==> config.mk <==
export PLATFORM = sky130hd
export DESIGN_NAME = dac_pwr_ctrl
export DESIGN_NICKNAME = d
export VERILOG_FILES = /design/src/rtl/dpc_pkg.sv /design/src/rtl/dpc_decode.sv /design/src/rtl/dpc_stage.sv /design/src/rtl/dpc_core.sv /design/src/rtl/dpc_drive.sv /design/src/rtl/dac_pwr_ctrl.sv
export SDC_FILE = /design/constraint.sdc
export NUM_CORES = 1
export LEC_CHECK = 0
export ABC_AREA = 1
export BUFFER_PORTS_ARGS = -buffer_cell sky130_fd_sc_hd__buf_4
export CORE_MARGIN = 3
export CORE_UTILIZATION = 53
export DETAILED_ROUTE_END_ITERATION = 6
export PLACE_DENSITY = 0.85
export SYNTH_ARGS = -nofsm -noshare
export SYNTH_HDL_FRONTEND = slang
export SYNTH_SLANG_ARGS = --single-unit
==> constraint.sdc <==
create_clock -name clk -period 1.6 [get_ports clk]
set_input_delay 0.08 -clock clk [delete_from_list [all_inputs] [get_ports clk]]
set_output_delay 0.08 -clock clk [all_outputs]
set_load 0.05 [all_outputs]
==> src/rtl/dpc_pkg.sv <==
package dpc_pkg;

    typedef enum logic [1:0] {
        PD_NONE = 2'd0,
        PD_1K   = 2'd1,
        PD_100K = 2'd2,
        PD_HIZ  = 2'd3
    } pd_t;

    typedef struct packed {
        logic fast;
        pd_t  pd;
    } pstate_t;

    typedef struct packed {
        logic stage_pwr;
        logic apply_pwr;
        logic stage_data;
        logic apply_data;
        logic load;
    } cmd_ev_t;

    localparam pstate_t PSTATE_RESET = '{fast: 1'b0, pd: PD_NONE};

    // Merge a power setting into the current state; the normal choice is kept
    // when the setting selects power-down so a later wake returns to it.
    function automatic pstate_t apply_setting(pstate_t cur, logic [7:0] m);
        pstate_t nxt;
        nxt = cur;
        unique case (m[7:6])
            2'b00: begin
                nxt.fast = m[5];
                nxt.pd   = PD_NONE;
            end
            2'b01:   nxt.pd = PD_1K;
            2'b10:   nxt.pd = PD_100K;
            default: nxt.pd = PD_HIZ;
        endcase
        return nxt;
    endfunction

endpackage

==> src/rtl/dpc_decode.sv <==
module dpc_decode
    import dpc_pkg::*;
(
    input  logic       cmd_valid,
    input  logic [7:0] cmd_byte,
    output cmd_ev_t    ev
);

    logic is_pwr;
    logic park_pwr;

    always_comb begin
        is_pwr   = cmd_byte[0];
        park_pwr = (cmd_byte[7:1] == 7'd0);
        ev       = '0;
        if (cmd_valid) begin
            if (is_pwr) begin
                ev.stage_pwr = park_pwr;
                ev.apply_pwr = !park_pwr;
            end else begin
                unique case (cmd_byte[2:1])
                    2'b00:   ev.stage_data = 1'b1;
                    2'b01:   ev.apply_data = 1'b1;
                    2'b10:   ev.load       = 1'b1;
                    default: ev            = '0;
                endcase
            end
        end
    end

endmodule

==> src/rtl/dpc_stage.sv <==
module dpc_stage
    import dpc_pkg::*;
#(
    parameter int DATA_W = 16
) (
    input  logic              clk,
    input  logic              rst_n,
    input  cmd_ev_t           ev,
    input  logic              commit,
    input  logic [7:0]        mode_byte,
    input  logic [DATA_W-1:0] data_word,
    output logic              park_pwr_vld,
    output logic [7:0]        park_mode,
    output logic              park_data_vld,
    output logic [DATA_W-1:0] park_data
);

    typedef struct packed {
        logic              pwr_vld;
        logic [7:0]        mode;
        logic              dat_vld;
        logic [DATA_W-1:0] dat;
    } stage_t;

    stage_t st_d, st_q;

    always_comb begin
        st_d = st_q;
        // a commit consumes what was parked before this cycle
        if (commit) begin
            st_d.pwr_vld = 1'b0;
            st_d.dat_vld = 1'b0;
        end
        if (ev.stage_pwr) begin
            st_d.pwr_vld = 1'b1;
            st_d.mode    = mode_byte;
        end
        if (ev.stage_data) begin
            st_d.dat_vld = 1'b1;
            st_d.dat     = data_word;
        end
    end

    always_ff @(posedge clk) begin
        if (!rst_n) begin
            st_q <= '0;
        end else begin
            st_q <= st_d;
        end
    end

    assign park_pwr_vld  = st_q.pwr_vld;
    assign park_mode     = st_q.mode;
    assign park_data_vld = st_q.dat_vld;
    assign park_data     = st_q.dat;

endmodule

==> src/rtl/dpc_core.sv <==
module dpc_core
    import dpc_pkg::*;
#(
    parameter int DATA_W      = 16,
    parameter int WAKE_CYCLES = 250
) (
    input  logic              clk,
    input  logic              rst_n,
    input  cmd_ev_t           ev,
    input  logic              commit,
    input  logic [7:0]        mode_byte,
    input  logic [DATA_W-1:0] data_word,
    input  logic              park_pwr_vld,
    input  logic [7:0]        park_mode,
    input  logic              park_data_vld,
    input  logic [DATA_W-1:0] park_data,
    output pstate_t           pstate,
    output logic [DATA_W-1:0] code,
    output logic              ready
);

    localparam int CNT_W = (WAKE_CYCLES < 1) ? 1 : $clog2(WAKE_CYCLES + 1);
    localparam logic [CNT_W-1:0] WAKE_LOAD = CNT_W'(WAKE_CYCLES);

    typedef struct packed {
        pstate_t           ps;
        logic [DATA_W-1:0] code;
        logic [CNT_W-1:0]  wait_cnt;
    } core_t;

    core_t cs_d, cs_q;

    logic              pwr_hit;
    logic [7:0]        pwr_val;
    logic              dat_hit;
    logic [DATA_W-1:0] dat_val;
    logic              was_down;

    always_comb begin
        // an immediate command of the same kind wins over parked contents
        pwr_hit = ev.apply_pwr | (commit & park_pwr_vld);
        pwr_val = ev.apply_pwr ? mode_byte : park_mode;
        dat_hit = ev.apply_data | (commit & park_data_vld);
        dat_val = ev.apply_data ? data_word : park_data;

        was_down = (cs_q.ps.pd != PD_NONE);
        cs_d     = cs_q;

        if (dat_hit) begin
            cs_d.code = dat_val;
        end
        if (pwr_hit) begin
            cs_d.ps = apply_setting(cs_q.ps, pwr_val);
        end else if (dat_hit) begin
            cs_d.ps.pd = PD_NONE;
        end

        if (was_down && (cs_d.ps.pd == PD_NONE)) begin
            cs_d.wait_cnt = WAKE_LOAD;
        end else if (cs_q.wait_cnt != '0) begin
            cs_d.wait_cnt = cs_q.wait_cnt - 1'b1;
        end
    end

    always_ff @(posedge clk) begin
        if (!rst_n) begin
            cs_q <= '{ps: PSTATE_RESET, code: '0, wait_cnt: '0};
        end else begin
            cs_q <= cs_d;
        end
    end

    assign pstate = cs_q.ps;
    assign code   = cs_q.code;
    assign ready  = (cs_q.ps.pd == PD_NONE) && (cs_q.wait_cnt == '0);

endmodule

==> src/rtl/dpc_drive.sv <==
module dpc_drive
    import dpc_pkg::*;
#(
    parameter int N_TERM = 3
) (
    input  pstate_t           pstate,
    output logic              amp_en,
    output logic              fast_bias_en,
    output logic [N_TERM-1:0] term_sel
);

    logic awake;

    assign awake        = (pstate.pd == PD_NONE);
    assign amp_en       = awake;
    assign fast_bias_en = awake & pstate.fast;

    // termination k is selected by power-down code k+1
    for (genvar k = 0; k < N_TERM; k++) begin : g_term
        assign term_sel[k] = (pstate.pd == pd_t'(k + 1));
    end

endmodule

==> src/rtl/dac_pwr_ctrl.sv <==
module dac_pwr_ctrl
    import dpc_pkg::*;
#(
    parameter int DATA_W      = 16,
    parameter int WAKE_CYCLES = 250
) (
    input  logic              clk,
    input  logic              rst_n,
    input  logic              cmd_valid,
    input  logic [7:0]        cmd_byte,
    input  logic [7:0]        mode_byte,
    input  logic [DATA_W-1:0] data_word,
    input  logic              load_strobe,
    output logic [DATA_W-1:0] dac_code,
    output logic              amp_en,
    output logic              fast_bias_en,
    output logic              term_1k,
    output logic              term_100k,
    output logic              term_hiz,
    output logic              ready
);

    localparam int N_TERM = 3;

    cmd_ev_t           ev;
    logic              commit;
    logic              park_pwr_vld;
    logic [7:0]        park_mode;
    logic              park_data_vld;
    logic [DATA_W-1:0] park_data;
    pstate_t           pstate;
    logic [N_TERM-1:0] term_sel;

    assign commit = ev.load | load_strobe;

    dpc_decode u_decode (
        .cmd_valid (cmd_valid),
        .cmd_byte  (cmd_byte),
        .ev        (ev)
    );

    dpc_stage #(.DATA_W(DATA_W)) u_stage (
        .clk           (clk),
        .rst_n         (rst_n),
        .ev            (ev),
        .commit        (commit),
        .mode_byte     (mode_byte),
        .data_word     (data_word),
        .park_pwr_vld  (park_pwr_vld),
        .park_mode     (park_mode),
        .park_data_vld (park_data_vld),
        .park_data     (park_data)
    );

    dpc_core #(.DATA_W(DATA_W), .WAKE_CYCLES(WAKE_CYCLES)) u_core (
        .clk           (clk),
        .rst_n         (rst_n),
        .ev            (ev),
        .commit        (commit),
        .mode_byte     (mode_byte),
        .data_word     (data_word),
        .park_pwr_vld  (park_pwr_vld),
        .park_mode     (park_mode),
        .park_data_vld (park_data_vld),
        .park_data     (park_data),
        .pstate        (pstate),
        .code          (dac_code),
        .ready         (ready)
    );

    dpc_drive #(.N_TERM(N_TERM)) u_drive (
        .pstate       (pstate),
        .amp_en       (amp_en),
        .fast_bias_en (fast_bias_en),
        .term_sel     (term_sel)
    );

    assign term_1k   = term_sel[0];
    assign term_100k = term_sel[1];
    assign term_hiz  = term_sel[2];

endmodule

# After elaboration in Yosys (flattened, before gate mapping)
# Index checks and enable logic that the tools add are counted.
# word_totals
register_bits,53
inputBits,36
out_inout_bits,22
wordCells,56
# op_classes
addsub,1
n_eq_ne,7
mux,16
bitwise_logic,7
n_reduce_logical,16
# op_table
operator,n
8-bit two-way mux,3
17-bit two-way mux,1
16-bit two-way mux,1
9-bit two-way mux,1
2-bit == test (second input constant),4
2-bit logical NOT,4
8-bit logical NOT,1
2-bit nonzero test,4
8-bit nonzero test,1
8-bit by 1-bit subtractor with 8-bit output (second input constant),1
7-bit logical NOT,1
2-bit by 1-bit == test with 1-bit output (second input constant),3
2-bit two-way mux,3
2-bit one-hot mux with 3 select lines,1
5-bit two-way mux,1
1-bit two-way mux,4
1-bit AND,3
3-bit two-way mux,1
1-bit OR,3
1-bit logical AND,2
2-bit AND reduction,1
2-bit OR reduction,1
1-bit logical NOT,1
1-bit inverter,1

# Depth between registers and ports, before layout
# Gate-level depths: netlist (run 1).
# logic_depth
ltp_word,12
mapped_depth,12
depth_no_buf,12

# Cells and area by module
# A second synthesis (run 1) with hierarchy kept.
# unflattened
cells_unflattened,347
area_unflattened_um2,2506.2
# by_module_without_submodules
module,n_inst,cells_per_inst,area_each_um2,seq_area_each_um2
dpc_core,1,209,1495.2,540.5
dpc_stage,1,110,885.8,520.5
dpc_decode,1,15,71.3,0.0
dpc_drive,1,10,42.5,0.0
dac_pwr_ctrl,1,3,11.3,0.0

# Worst setup path before layout (run 1)
# No wires, ideal clock.
# synth_timing
kind,reg-to-output
start,"reg u_core.cs_q, in the netlist u_core.pstate[0]"
end,out ready
arrival_ns,1.964
t_required_ns,1.520
path_slack_ns,-0.444
stages_incl_launch_ff,4
cell_sequence,dfxtp_1 nor2_1 inv_1 nor2_1
# synth_via
elab_chain_len,2
# synth_lines
element,line_no,text
"start, declared",dpc_core.sv:31,"core_t cs_d, cs_q;"
"start signal, assigned",dpc_core.sv:67,"cs_q <= '{ps: PSTATE_RESET, code: '0, wait_cnt: '0};"
"start signal, assigned",dpc_core.sv:69,cs_q <= cs_d;
2-bit logical NOT,-,
named net amp_en,dac_pwr_ctrl.sv:15,"output logic amp_en,"
1-bit logical AND,dpc_core.sv:75,assign ready = (cs_q.ps.pd == PD_NONE) && (cs_q.wait_cnt == '0);
"end, declared",dac_pwr_ctrl.sv:20,output logic ready
# The timed path passes the listed nets, and every way through them passes these cells.

# Final worst setup path (run 1)
# layout_timing
start,reg u_core.cs_q[1] (netlist bit)
end,out ready
# layout_via
elab_chain_len,2
# layout_lines
element,line_no
8-bit logical NOT,dpc_core.sv:75
1-bit logical AND,dpc_core.sv:75
# No other way between the ends.

==> results.toml, run 1 <==
[setup_path]
cp.required_ns = 1.52
end_kind = "primary output"
r2r_end = "u_core.cs_q[7]"
endpoint = "ready"
rr_worst_depth = 9
crit_top_cell = "inv_2"
crit_fanout = 4
crit_start = "u_core.cs_q[1]"
cp_slowest_stage_delay_ns = 0.32
cp-start-kind = "flip-flop"
reg2reg_slack_ns = 0.14
path_cells = "inv_2, ha_4, nand3_2, nor3_4, inv_2, nor2_2, buf_6"
crit_arrival_ns = 1.47
path_class = "flip-flop to primary output"
critPathSlowestCell = "dfxtp_1"
r2r_start = "u_core.cs_q[0]"

[floorplan]
start_util = 0.565
rows = 23
die_y_um = 72.0
dieArea_um2 = 5180
boundaryPins = 58
core-area_um2 = 4090
die_x_um = 72.0

[clock_tree]
clockBufferDepth = 2
clock_sinks = 48
clkTransAtPathRegs_ns = 0.08
root_buffer = "clkbuf_8"
numCtsBuffers = 5
cts_max_level = 2
insertion_delay_ns = 0.30
hold_buffers = 0
cts_tree = "built"

[finish]
nets = 391
fill_cells = 335
diodes = 0
drive_gt1_frac = 0.265
syn2layout_area_growth_pct = 19.7
final_util = 0.676

[timing]
setup_viol_count_final = 0
rsz0062_at_grt = "true"
max_freq_mhz = 646
slew_headroom = 0.745
final-hold-violation-count = 0
skew_ns = 0.00514
final-max-slew-violation-count = 0
worst_pin_slew_ns = 0.382
post-route-period-util = 0.968
period_minus_slack_ns = 1.55

[global_routing]
antenna_found_initial = 0
grt_max_degree = 26
grt_first_pass_wirelength_um = 8040
grt_pass1_vias = 1858
grt_usage = 0.195
grt_overflow = 0

[hold_path]
hp-class = "input port to flip-flop"

[synth]
synth_edf_count = 0
synth_area_per_cell_um2 = 7.30
synth_compound_area_frac = 0.181
yosysWarnings = 0
syn_area_um2 = 2310
synth_cells = 316
ys_types = 28
synthMuxAreaShare = 0
synth_nets = 353
synth_adder_area_share = 0.00542
seq_area_frac_synth = 0.416
synth_top_family_by_area = "simple AND/OR/NAND/NOR gates"
synthArstFlopShare = 0
synthSimpleGateAreaFrac = 0.245
synth_xor_area_frac = 0.0152
ys_ff_latch = 48
synth-main-ff-cell = "dfxtp_1"

[run_status]
status = "complete, no violations"

[detailed_routing]
vias = 2082
ant_nets = 0
viasPerCell = 5.14
wl_um = 4760
drc = 0
wl_per_cell_um = 11.8
firstDrtPassIters = 4
drt_iter0_drc = 179

[placed_design]
place.gp.congestion = 0.757
port_buffers = 52
post-dp-hpwl_um = 3360

[job]
maxCapViolCount = 0

[power_and_ir_drop]
power_mw = 3.15
p_per_area_nw_per_um2 = 1140
ir_drop_mv = 0.484
leakage_nw = 1.26
==> cell families (layout without fill, tap and decap cells) <==
group	Yosys count	count (layout)
adder cells (fa/ha/maj)	1	1
AO/OA/AOI/OAI	75	75
buffers and inverters	65	104
AND/OR/NAND/NOR	123	123
flip-flops	48	48
XOR/XNOR	4	4
==> worst min-delay path by stage <==
stage | from | cells after the start | endpoint
after detailed placement | mode_byte[5] | 3 | u_stage.park_mode[5]
final | mode_byte[5] | 3 | u_stage.park_mode[5]
after floorplan | mode_byte[5] | 2 | u_stage.park_mode[5]
after global routing | mode_byte[7] | 3 | u_stage.park_mode[7]
after CTS | mode_byte[5] | 3 | u_stage.park_mode[5]
after global placement | mode_byte[7] | 3 | u_stage.park_mode[7]
==> repair_timing <==
action	CTS	global route
endpoints found under the setup margin	1	3
resized for setup	8	1
buffers inserted	1	0
pin swaps	2	1
==> synthesized netlist by cell type, types with 2 or more instances <==
cell type,n,share of area
a211oi_1,9,0.029
a21oi_1,19,0.041
a31oi_1,7,0.019
buf_2,4,0.0087
buf_4,16,0.052
clkbuf_1,6,0.0098
clkinv_1,2,0.0033
dfxtp_1,48,0.42
inv_1,32,0.052
inv_2,4,0.0065
nand2_1,33,0.054
nand2_2,6,0.016
nand3_1,6,0.013
nand4_1,8,0.022
nor2_1,59,0.096
nor2_2,2,0.0054
nor2_4,3,0.015
nor3_1,2,0.0043
o21ai_0,36,0.078
o21ai_1,3,0.0065
xor2_1,4,0.015
==> final cells by class <==
type	instances	area (um^2)	area share
clock inverters	2	10.0	0.00362
clock buffers	6	82.6	0.0299
flip-flops and latches	48	961	0.348
well taps	50	62.6	0.0227
inverters	38	143	0.0517
repair buffers	58	439	0.159
multi-input cells	203	1060	0.385
==> state kept, by name (all words and copies together) (netlist names) <==
| name | flops |
|---|---|
| u_core.code | 16 |
| u_core.cs_q | 8 |
| u_core.pstate | 3 |
| u_stage.park_data | 16 |
| u_stage.park_data_vld | 1 |
| u_stage.park_mode | 3 |
| u_stage.park_pwr_vld | 1 |
==> per-stage QoR <==
stage / setup WS (ns) / std cells / TNS (ns) / instance area, um^2 / hold slack [ns]
4_1_cts: 0.00423 / 405 / 0 / 2760 / 0.0127
3_5_place_dp: 0.0712 / 396 / 0 / 2630 / 0.327
3_3_place_gp: 0.108 / 396 / 0 / 2630 / 0.314
5_1_grt: -0.0475 / 405 / -0.0475 / 2760 / 0.0270
6_report: 0.0510 / 405 / 0 / 2760 / 0.0113
2_1_floorplan: 0.0293 / 316 / 0 / 2310 / 0.215
==> worst max-delay path: cells and delay by family, from the launching register on <==
kind | cells | cell delay (ns)
flops | 1 | 0.32
buf+inv | 3 | 0.31
fa+ha+maj | 1 | 0.15
simple gates | 3 | 0.38
==> placed cells by master (no fill, tap or decap), drive strengths merged <==
| master | instances |
|---|---|
| nor2 | 64 |
| buf | 58 |
| dfxtp | 48 |
| o21ai | 40 |
| nand2 | 39 |
| inv | 36 |
| a21oi | 19 |
| a211oi | 9 |
| nand4 | 8 |
| nand3 | 8 |
| a31oi | 7 |
| clkbuf | 6 |
| xor2 | 4 |
| clkinv | 4 |
| nor3 | 3 |
| nor3b | 1 |
| ha | 1 |
==> metal layers <==
layer  up-vias  wire length [um]  track usage
li1       1094                 -            -
met1       935              2080        0.235
met2        46              2380        0.333
met3         7               212       0.0512
met4         0                85       0.0752
met5         -                 0            0
==> where the power goes <==
part           switching, mW  leakage, nW  internal (mW)
clock                  0.399       0.0510          0.345
combinational          0.605        0.817          0.399
sequential            0.0864        0.392           1.32
No activity file was read; power rests on OpenSTA's default activity.
==> inputs of run 2 (changes only) <==
Settings changed: ABC_AREA 1 to 0, CAP_MARGIN set to 5, PLACE_DENSITY 0.85 to 0.84.
==> run 2 against run 1 <==
  * The flow now finishes with violations (setup timing)
  * Sequential power about the same
  * Worst setup slack got worse by 0.34 ns
  * Sequential share of layout area down 3.1 points
  * Synthesized cell count decreased by 17%
  * Maximum frequency down 18%
  * Critical path depth down 1
  * Critical path type unchanged
==> results.toml, run 2 <==
[detailed_routing]
wl_per_cell_um = 14.6
ant_nets = 0
firstDrtPassIters = 4
drt_iter0_drc = 105
drc = 0
vias = 2009
viasPerCell = 5.49
wl_um = 5340

[hold_path]
hold_depth = 3
min_from = "data_word[5]"
hp-class = "input port to flip-flop"

[power_and_ir_drop]
ir_drop_mv = 0.722
leakage_nw = 1.40
p_per_area_nw_per_um2 = 1210
power_mw = 3.69

[finish]
nets = 352
diodes = 0
multi_input_area_um2 = 1310
layout_common_cells = "buf_4, nand2_1, dfxtp_1"
fill_cells = 322
fin_cells = 366
finish.instance_area_um2 = 3050
syn2layout_area_growth_pct = 29.2
drive_gt1_frac = 0.364
seq_area_um2 = 966
final_common_cell = "buf_4"

[placed_design]
port_buffers = 52
place.gp.congestion = 0.855
dpl_cell_area_um2 = 2820
dp_cells = 349
post-dp-hpwl_um = 3600

[timing]
post-route-period-util = 1.18
period_minus_slack_ns = 1.89
max_freq_mhz = 529
worst_pin_slew_ns = 0.412
final-hold-violation-count = 0
finalWorstSetupSlack_ns = -0.290
skew_ns = 0.00392
slew_headroom = 0.725
final-max-slew-violation-count = 0
rsz0062_at_grt = "true"
timing.setup.tns_ns = -0.596
fin_worst_hold_slack_ns = 0.0385
setup_viol_count_final = 3

[floorplan]
die_x_um = 72.7
core-area_um2 = 4140
start_util = 0.569
die_y_um = 72.7
rows = 23
dieArea_um2 = 5290
boundaryPins = 58

[clock_tree]
root_buffer = "clkbuf_8"
clock_sinks = 48
insertion_delay_ns = 0.30
clockBufferDepth = 2
cts_max_level = 2
cts_tree = "built"
clkTransAtPathRegs_ns = 0.09
numCtsBuffers = 5

[setup_path]
path_class = "flip-flop to primary output"
cp-start-kind = "flip-flop"
cp_slowest_stage_delay_ns = 0.52
crit_arrival_ns = 1.81
crit_start = "u_core.cs_q[0]"
crit_fanout = 2
rr_worst_depth = 9
end_kind = "primary output"
critPathSlowestCell = "or4_4"
cp.required_ns = 1.52
r2r_start = "u_core.cs_q[0]"
path_cells = "inv_1, ha_2, nand2b_1, or4_4, nor3_4, buf_6"

[synth]
syn_area_um2 = 2360
synth_area_leaders = "dfxtp_1, mux2i_1, nand2_1"
synth-main-ff-cell = "dfxtp_1"
synth_edf_count = 0
synth_cells = 261
synth_commonest_cells = "nand2_1, dfxtp_1, a21boi_0"
synth_area_per_cell_um2 = 9.04
synthArstFlopShare = 0
ys_ff_latch = 48
ys_types = 40
synth.top_cell.area_share = 0.407
synth_nets = 298
yosysTopAreaCell = "dfxtp_1"
yosysWarnings = 0
synth_most_common_cell = "nand2_1"
seq_area_frac_synth = 0.407

[global_routing]
grt_first_pass_wirelength_um = 8630
met3_usage = 0.0537
use_met1 = 0.238
top_usage_layer = "met2"
grt_max_degree = 50
met2_usage = 0.371
antenna_found_initial = 0
grt_usage = 0.207
grt_overflow = 0
grt_pass1_vias = 1998

[job]
maxCapViolCount = 0

[run_status]
violations = "setup timing"
status = "finished, violations left"
[run 2: cell types whose count changed in the layout (fill, tap and decap cells not counted), sizes merged, moves of 8 or more]
| cell | before | now |
|---|---|---|
| inv | 36 | 3 |
| buf | 58 | 77 |
| nor2 | 64 | 5 |
| o21ai | 40 | 5 |
| a21boi | 0 | 23 |
| mux2i | 0 | 21 |
| nand2 | 39 | 54 |
| a211oi | 9 | 1 |
| nand4 | 8 | 0 |
| o211a | 0 | 16 |
| a21oi | 19 | 6 |
[run 2: kinds of logic after synthesis]
family	after synthesis	share of synthesized area
and+or+nand+nor	95	0.199
muxes	23	0.0987
AOI/OAI and AO/OA	58	0.199
xor gates and xnor gates	3	0.0111
adders and majority gates	1	0.00530
DFF	48	0.407
buffers and inverters	33	0.0790
[run 2: layout make-up]
type	instances	share of cell area
Timing Repair Buffer	77	0.198
Tap cell	50	0.0205
Clock inverter	2	0.00329
Sequential cell	48	0.317
Clock buffer	6	0.0271
Multi-Input combinational cell	180	0.431
Inverter	3	0.00370
[run 2: per-stage QoR]
stage           util  worst slack, ns
6_report       0.735           -0.290
2_1_floorplan      -           -0.181
5_1_grt        0.735           -0.362
4_1_cts        0.720           -0.274
3_3_place_gp   0.679          -0.0842
3_5_place_dp   0.679           -0.144
[run 2: final timing paths]
check             slack (ns)                   end
hold / removal          0.04  u_stage.park_data[5]
setup reg to reg       -0.18        u_core.cs_q[1]
hold reg to reg         0.47      u_core.pstate[2]
setup / recovery       -0.29                 ready
[run 2: where the power goes]
| part | leakage, nW | switching (mW) | internal, mW |
|---|---|---|---|
| clock network | 0.0510 | 0.400 | 0.345 |
| logic | 0.962 | 0.743 | 0.786 |
| registers | 0.392 | 0.0993 | 1.32 |
[run 2: critical path: cells and delay by family (launching register included)]
kind          cells  cell delay (ns)
simple gates      3             0.74
flops             1             0.34
buf+inv           2             0.25
fa+ha+maj         1             0.18
[run 2: routing by layer]
layer | vias up | part of all wire | wire length [um]
li1 | 999 | - | -
met1 | 956 | 0.42 | 2260
met2 | 47 | 0.51 | 2730
met3 | 7 | 0.055 | 296
met4 | 0 | 0.012 | 65
met5 | - | 0 | 0
[run 2: timing repair]
item	CTS	global route
hold buffers	0	0
buffers inserted	6	4
endpoints found under the setup margin	5	9
resized for setup	11	13
pin swaps	6	5
